### src/rtl/usb_ep0_pkg.sv
package usb_ep0_pkg;
  localparam int CSR_W   = 8;
  localparam int BITS_W  = 6;
  localparam int B_RXRDY = 0;
  localparam int B_TXRDY = 1;
  localparam int B_STALL = 2;
  localparam int B_SETUP = 3;
  localparam int B_TOERR = 4;
  localparam int B_REQIN = 5;
  // access classes per bit
  localparam logic [BITS_W-1:0] M_W1S = 6'b001010;
  localparam logic [BITS_W-1:0] M_W0C = 6'b010101;
  localparam logic [BITS_W-1:0] M_RW  = 6'b100000;
  // interrupt sources
  localparam logic [BITS_W-1:0] M_IRQ_RISE = 6'b010101;
  localparam logic [BITS_W-1:0] M_IRQ_FALL = 6'b000010;
endpackage

### src/rtl/ep0_rst_sync.sv
module ep0_rst_sync #(
  parameter int STAGES = 2
) (
  input  logic clk,
  input  logic rst_n,
  output logic rst_sync_n
);
  logic [STAGES-1:0] sh_q;

  always_ff @(posedge clk or negedge rst_n) begin
    if (!rst_n) sh_q <= '0;
    else        sh_q <= {sh_q[STAGES-2:0], 1'b1};
  end

  assign rst_sync_n = sh_q[STAGES-1];
endmodule

### src/rtl/ep0_retry_ctr.sv
module ep0_retry_ctr #(
  parameter int LIMIT = 3
) (
  input  logic clk,
  input  logic rst_n,
  input  logic restart,
  input  logic miss,
  output logic give_up
);
  localparam int CW = (LIMIT > 2) ? $clog2(LIMIT) : 1;
  localparam logic [CW-1:0] LAST = CW'(LIMIT - 1);

  logic [CW-1:0] cnt_q, cnt_d;
  logic          cnt_en;

  always_comb begin
    cnt_en  = restart | miss;
    give_up = miss && !restart && (cnt_q == LAST);
    if (restart)      cnt_d = '0;
    else if (give_up) cnt_d = '0;
    else              cnt_d = cnt_q + 1'b1;
  end

  always_ff @(posedge clk or negedge rst_n) begin
    if (!rst_n)      cnt_q <= '0;
    else if (cnt_en) cnt_q <= cnt_d;
  end
endmodule

### src/rtl/ep0_irq_gen.sv
module ep0_irq_gen #(
  parameter int W = 6,
  parameter logic [W-1:0] RISE_M = '0,
  parameter logic [W-1:0] FALL_M = '0
) (
  input  logic         clk,
  input  logic         rst_n,
  input  logic         irq_en,
  input  logic [W-1:0] cur,
  input  logic [W-1:0] nxt,
  output logic         irq
);
  logic irq_q, irq_d;

  always_comb begin
    irq_d = irq_en && (|((nxt & ~cur & RISE_M) | (cur & ~nxt & FALL_M)));
  end

  always_ff @(posedge clk or negedge rst_n) begin
    if (!rst_n) irq_q <= 1'b0;
    else        irq_q <= irq_d;
  end

  assign irq = irq_q;
endmodule

### src/rtl/usb_h_ep0_csr.sv
module usb_h_ep0_csr
  import usb_ep0_pkg::*;
#(
  parameter int RETRY_LIMIT = 3
) (
  input  logic             clk,
  input  logic             rst_n,
  input  logic             wr_en,
  input  logic [CSR_W-1:0] wr_data,
  output logic [CSR_W-1:0] rd_data,
  input  logic             irq_en,
  output logic             irq,
  input  logic             tx_done,
  input  logic             rx_done,
  input  logic             no_response,
  input  logic             stall_rcvd,
  output logic             send_in,
  output logic [1:0]       send_setup_or_out,
  output logic             abort
);
  logic              rst_sync_n;
  logic [BITS_W-1:0] csr_q, csr_d;
  logic [BITS_W-1:0] wr_set, wr_clr, wr_val, hw_set, hw_clr;
  logic              csr_en, restart, give_up, abort_q;

  ep0_rst_sync #(.STAGES(2)) u_rst (
    .clk(clk), .rst_n(rst_n), .rst_sync_n(rst_sync_n)
  );

  always_comb begin
    restart = (wr_en && (wr_data[B_REQIN] || wr_data[B_TXRDY]))
              || tx_done || rx_done || stall_rcvd;
  end

  ep0_retry_ctr #(.LIMIT(RETRY_LIMIT)) u_retry (
    .clk(clk), .rst_n(rst_sync_n), .restart(restart),
    .miss(no_response), .give_up(give_up)
  );

  // next-state for the register bank
  always_comb begin
    wr_val = wr_data[BITS_W-1:0];
    wr_set = wr_en ? wr_val  : '0;
    wr_clr = wr_en ? ~wr_val : '0;
    hw_set = '0;
    hw_clr = '0;
    hw_set[B_RXRDY] = rx_done;
    hw_set[B_STALL] = stall_rcvd;
    hw_set[B_TOERR] = give_up;
    hw_clr[B_REQIN] = rx_done | give_up;
    hw_clr[B_TXRDY] = tx_done | give_up;
    hw_clr[B_SETUP] = tx_done | give_up;
    for (int i = 0; i < BITS_W; i++) begin
      if (M_W1S[i])      csr_d[i] = (csr_q[i] & ~hw_clr[i]) | wr_set[i];
      else if (M_W0C[i]) csr_d[i] = (csr_q[i] & ~wr_clr[i]) | hw_set[i];
      else               csr_d[i] = (wr_en ? wr_val[i] : csr_q[i]) & ~hw_clr[i];
    end
    csr_en = wr_en | (|hw_set) | (|hw_clr);
  end

  always_ff @(posedge clk or negedge rst_sync_n) begin
    if (!rst_sync_n)  csr_q <= '0;
    else if (csr_en)  csr_q <= csr_d;
  end

  always_ff @(posedge clk or negedge rst_sync_n) begin
    if (!rst_sync_n) abort_q <= 1'b0;
    else             abort_q <= give_up;
  end

  ep0_irq_gen #(.W(BITS_W), .RISE_M(M_IRQ_RISE), .FALL_M(M_IRQ_FALL)) u_irq (
    .clk(clk), .rst_n(rst_sync_n), .irq_en(irq_en),
    .cur(csr_q), .nxt(csr_d), .irq(irq)
  );

  assign rd_data           = {{(CSR_W-BITS_W){1'b0}}, csr_q};
  assign send_in           = csr_q[B_REQIN];
  assign send_setup_or_out = {csr_q[B_TXRDY], csr_q[B_SETUP]};
  assign abort             = abort_q;
endmodule

### config.mk
export PLATFORM = sky130hd
export DESIGN_NAME = usb_h_ep0_csr
export DESIGN_NICKNAME = d
export VERILOG_FILES = /design/src/rtl/usb_ep0_pkg.sv /design/src/rtl/ep0_rst_sync.sv /design/src/rtl/ep0_retry_ctr.sv /design/src/rtl/ep0_irq_gen.sv /design/src/rtl/usb_h_ep0_csr.sv
export SDC_FILE = /design/constraint.sdc
export NUM_CORES = 1
export LEC_CHECK = 0
export BUFFER_PORTS_ARGS = -buffer_cell sky130_fd_sc_hd__buf_2
export CAP_MARGIN = 5
export CELL_PAD_IN_SITES_DETAIL_PLACEMENT = 0
export CELL_PAD_IN_SITES_GLOBAL_PLACEMENT = 1
export CORE_MARGIN = 1
export CORE_UTILIZATION = 33
export DETAILED_ROUTE_END_ITERATION = 12
export PLACE_DENSITY = 0.9
export REMOVE_ABC_BUFFERS = 1
export SLEW_MARGIN = 40
export SYNTH_ARGS = -nofsm -noshare
export SYNTH_HDL_FRONTEND = slang
export SYNTH_SLANG_ARGS = --single-unit
### constraint.sdc
create_clock -name clk -period 1.4 [get_ports clk]
set_clock_uncertainty 0.05 [all_clocks]
set_input_delay 0.21 -clock clk [delete_from_list [all_inputs] [get_ports clk]]
set_output_delay 0.21 -clock clk [all_outputs]
set_load 0.03 [all_outputs]
**Word-level counts from Yosys, hierarchy flattened**

Cells that the tools add are included.

- Bits of input ports: 16
- Logic and storage cells: 51
- Flip-flop bits (word level): 12

- Mux-type cells: 5
- Add/sub/neg operators: 1
- Equality and inequality tests: 1
- Reductions and logical operators: 12
- Bitwise operators: 27

Operators with widths:

| operator | count |
|---|---|
| 5-bit inverter | 2 |
| 1-bit OR | 10 |
| 1-bit AND | 6 |
| 6-bit OR reduction | 1 |
| 5-bit AND | 1 |
| 5-bit 2-to-1 mux | 1 |
| 1-bit inverter | 5 |
| 5-bit by 2-bit OR with 5-bit output | 1 |
| 1-bit logical AND | 4 |
| 1-bit logical OR | 4 |
| 2-bit 2-to-1 mux | 2 |
| 4-bit 2-to-1 mux | 1 |
| 3-bit OR reduction | 1 |
| 2-bit by 1-bit adder with 2-bit output (second input constant) | 1 |
| 2-bit AND | 1 |
| 2-bit == test (second input constant) | 1 |
| 2-bit inverter | 1 |
| 2-bit OR reduction | 1 |
| 1-bit logical NOT | 1 |
| 1-bit 2-to-1 mux | 1 |

**Depth between registers and ports, before layout**

- Word-level depth: 17
- Mapped depth: 3

**By module**

From an unflattened synthesis, not the netlist that was laid out.

- Cell total of the unflattened synthesis: 52
- Area, all modules: 578.1 sq um

Modules (own cells, without submodules):

| module | times used | seq. area each (sq um) | area an instance (sq um) | cells an instance |
|---|---|---|---|---|
| usb_h_ep0_csr | 1 | 175.2 | 360.3 | 34 |
| ep0_retry_ctr | 1 | 50.0 | 102.6 | 9 |
| ep0_irq_gen | 1 | 25.0 | 61.3 | 6 |
| ep0_rst_sync | 1 | 50.0 | 53.8 | 3 |

**Worst setup path before layout**

OpenSTA, ideal clock, no wires.

- Path type: reg2reg
- From: reg csr_q[1]
- To: reg u_irq.irq_q (netlist: u_irq.irq)
- Period minus slack after synthesis: 1179 ps
- Stages on the path, launching flop included: 4
- Setup time: 130 ps
- Data arrival time: 998 ps
- Data required time: 1220 ps
- Slack: 221 ps
- Cells stage by stage: dfrtp_1 -> a21boi_0 -> a222oi_1 -> o22ai_1

- Word-level cells in the longest chain between the ends: 7

Ends and longest elaborated chain:

| item | line | source |
|---|---|---|
| start: declaration | usb_h_ep0_csr.sv:22 | `logic [BITS_W-1:0] csr_q, csr_d;` |
| start signal: assignment | usb_h_ep0_csr.sv:63 | `else if (csr_en) csr_q <= csr_d;` |
| 1-bit AND | usb_h_ep0_csr.sv:54 | `if (M_W1S[i]) csr_d[i] = (csr_q[i] & ~hw_clr[i]) \| wr_set[i];` |
| 1-bit OR | usb_h_ep0_csr.sv:54 |  |
| 2-bit inverter | ep0_irq_gen.sv:16 | `irq_d = irq_en && (\|((nxt & ~cur & RISE_M) \| (cur & ~nxt & FALL_M)));` |
| 2-bit AND (*) | ep0_irq_gen.sv:16 |  |
| 5-bit by 2-bit OR with 5-bit output (*) | ep0_irq_gen.sv:16 |  |
| 6-bit OR reduction (*) | ep0_irq_gen.sv:16 |  |
| 1-bit logical AND (*) | ep0_irq_gen.sv:16 |  |
| via u_irq.irq_d | ep0_irq_gen.sv:13 | `logic irq_q, irq_d;` |
| end signal: assignment | ep0_irq_gen.sv:21 | `else irq_q <= irq_d;` |
| end: declaration | ep0_irq_gen.sv:13 |  |

The timed path passes the listed nets; every way through them passes the cells marked *.
A chain may end at the register's enable or synchronous reset.

**Worst setup path after layout**

- From: reg u_retry.cnt_q[0]
- To: reg csr_q[1]

- Word-level cells in the longest chain between the ends: 6
- Elaborated cells between the ends (all ways): 11
- Classes of those cells: 1 x eq/ne; 7 x bitwise; 3 x reduce/logical

Ends and longest elaborated chain:

| item | line | source |
|---|---|---|
| start: declaration | ep0_retry_ctr.sv:13 | `logic [CW-1:0] cnt_q, cnt_d;` |
| start signal: assignment | ep0_retry_ctr.sv:26 | `else if (cnt_en) cnt_q <= cnt_d;` |
| 2-bit == test (*) | ep0_retry_ctr.sv:18 | `give_up = miss && !restart && (cnt_q == LAST);` |
| 1-bit logical AND (*) | ep0_retry_ctr.sv:18 |  |
| 1-bit OR | usb_h_ep0_csr.sv:51, usb_h_ep0_csr.sv:52 |  |
| 1-bit inverter | -- |  |
| 1-bit AND | usb_h_ep0_csr.sv:54 |  |
| 1-bit OR | usb_h_ep0_csr.sv:54 |  |

Every way passes the cells marked *; elsewhere a longest branch is shown, timed or not.

==> run summary <==
crit path max fanout -> 6
Post-CTS Setup Bufs -> 0
RSZ-0062 raised after global routing -> no
vias in the first global route -> 410
drt wl/cell -> 11.2 um
Seq/Total Area, Yosys -> 52.7%
Slew Limit Fails -> 0
Critical Path RT -> 1520 ps
count of final hold-check violations -> 0
syn avg cell area -> 10.9 um^2
H-Tree Depth -> 1
initial detailed-routing violation count -> 7
Final Util -> 46.3%
Non-Filler Instances -> 93
Synth-to-Final Area Change -> 26.8%
dpl hpwl -> 815 um
LEAKAGE -> 0.403 nW
GRT Overall Usage -> 12.9%
layout cells sized above 1 -> 45.5%
port bufs -> 24
fmax -> 0.803 GHz
dpl ws -> 162 ps
Die Y -> 43.5 um
crit path launch type -> flop
initial antenna violation count -> 0
clk_lat worst skew -> 270 ps
FP Rows -> 14
first-pass GRT wire length -> 1680 um
min Tclk post-route -> 1240 ps
largest net degree at the start of global routing -> 11
crit-path cells -> and2b_1, nand4_4, a32o_2
Seq cells post-synth -> 12
Placed Cells -> 88
die area -> 0.00190 mm^2
placed cell areas -> 676 um^2
Detailed Route WL -> 1040 um
ANT cells -> 0
Mapped Area -> 569 um^2
status -> complete, but fails checks
post-route worst setup slack -> 155 ps
I/O pins -> 29
Sink Count -> 12
CP arrival -> 1360 ps
CTS Buffer Depth -> 2
P per Cell Area -> 1100 mW/mm^2
Initial Util -> 36.5%
final setup vio count -> 0
peak supply drop -> 557 uV
final instance area -> 722 um^2
GRT overflow -> 0
maxcap violations -> 0
RePlAce Congestion -> 0.723
crit-path max cell delay -> 410 ps
Synth warnings -> 0
DR vias -> 439
clock root buffer -> clkbuf_4
final setup TNS -> 0 ps
final antenna-violating net count -> 0
TritonRoute pass-1 iters -> 8
Cells after Synth -> 52
CP Capture Type -> flop
DR vias/cell -> 4.72
fin crit share -> 88.9%
Hold Path Class -> in2reg
type of the worst setup path -> reg2reg
CTS buffer count -> 3
violated checks -> design-rule violations
synth unique cells -> 19
CTS tree -> built
final net count -> 94
Worst-path clk slew -> 80 ps
# DRC -> 3
core area -> 0.00156 mm^2
die width -> 43.5 um
critical path's slowest cell -> dfrtp_1
[cell usage after synthesis (all sizes together)]
library cell	count	area (um^2)
dfrtp	12	300
inv	7	26.3
buf	5	37.5
o21ai	5	28.8
nor2	4	15.0
nand2	3	11.3
a32o	2	22.5
conb	2	7.51
mux2i	2	20.0
nand2b	2	12.5
a21boi	1	7.51
a222oi	1	10.0
and2	1	7.51
and2b	1	7.51
mux2	1	11.3
nand4	1	21.3
nor3	1	16.3
o22ai	1	6.26
[report_power, final]
group | switching, mW | leakage, nW | internal [mW]
logic | 0.0870 | 0.232 | 0.0493
registers | 0.0141 | 0.150 | 0.362
clock network | 0.121 | 0.0210 | 0.158
total | 0.223 | 0.403 | 0.570
[flip-flops by register name, summed over array words and instances, names as in the netlist]
signal	count
csr_q	6
u_rst.sh_q	2
abort	1
u_irq.irq	1
u_retry.cnt_q	2
[worst paths after layout]
path | start | endpoint | slack, ps | depth (start not counted)
max | u_retry.cnt_q[0]$_DFFE_PN0P_ | csr_q[1]$_DFFE_PN0P_ | 160 | 3
min | wr_data[3] | csr_q[3]$_DFFE_PN0P_ | 90 | 2
max reg2reg | u_retry.cnt_q[0]$_DFFE_PN0P_ | csr_q[1]$_DFFE_PN0P_ | 160 | 3
min reg2reg | u_rst.sh_q[1]$_DFF_PN0_ | csr_q[3]$_DFFE_PN0P_ | 120 | 0
max in group asynchronous | u_rst.sh_q[1]$_DFF_PN0_ | u_retry.cnt_q[1]$_DFFE_PN0P_ | 900 | 0
min in group asynchronous | u_rst.sh_q[1]$_DFF_PN0_ | csr_q[3]$_DFFE_PN0P_ | 120 | 0
[layout by cell type (no fill, tap or decap), drive strengths merged, types with 2 or more instances in the layout]
master,n
a32o,2
o21ai,5
clkbuf,4
mux2i,2
nand2b,2
nor2,4
inv,7
buf,24
dfrtp,12
conb,3
nand2,3
[routing by layer]
metal	vias up	track usage, %	wire length (um)
met3	2	2.92	56
li1	214	-	-
met2	14	20.0	530
met4	0	13.1	17
met5	-	0	0
met1	209	14.3	435
[area by class of cell]
cell class | count | area (um^2)
clock buffers | 4 | 36.3
fillers | 156 | 837
inverters | 7 | 26.3
multi-input cells | 29 | 209
flip-flops and latches | 12 | 300
well taps | 16 | 20.0
repair buffers | 25 | 130
[critical path, delay by kind of cell (launching register included)]
kind	cells	cell delay, ps
AOI/OAI and AO/OA	1	290
DFF	1	410
and+or+nand+nor	2	400
[stage by stage]
step / power, mW / hold slack, ps
final: 0.792 / 89.5
after global routing: 0.829 / 100
after CTS: 0.806 / 81.2
after detailed placement: 0.519 / -54.0
after global placement: 0.517 / -54.9
after floorplan: 0.464 / -136
[kinds of logic (layout without fill, tap and decap cells)]
logic type             Yosys count  count (layout)  share of synthesized area (%)
and+or+nand+nor                 13              13                           16.0
DFF                             12              12                           52.7
buffers and inverters           12              36                           11.2
AOI/OAI and AO/OA               10              10                           13.2
muxes                            3               3                           5.49
other                            2               3                           1.32
[timing repair]
action / CTS / global route
gates resized for setup: 0 / 0
hold buffers: 1 / 0
hold endpoints to repair: 2 / 0
Power figures use the tool's default switching activity.
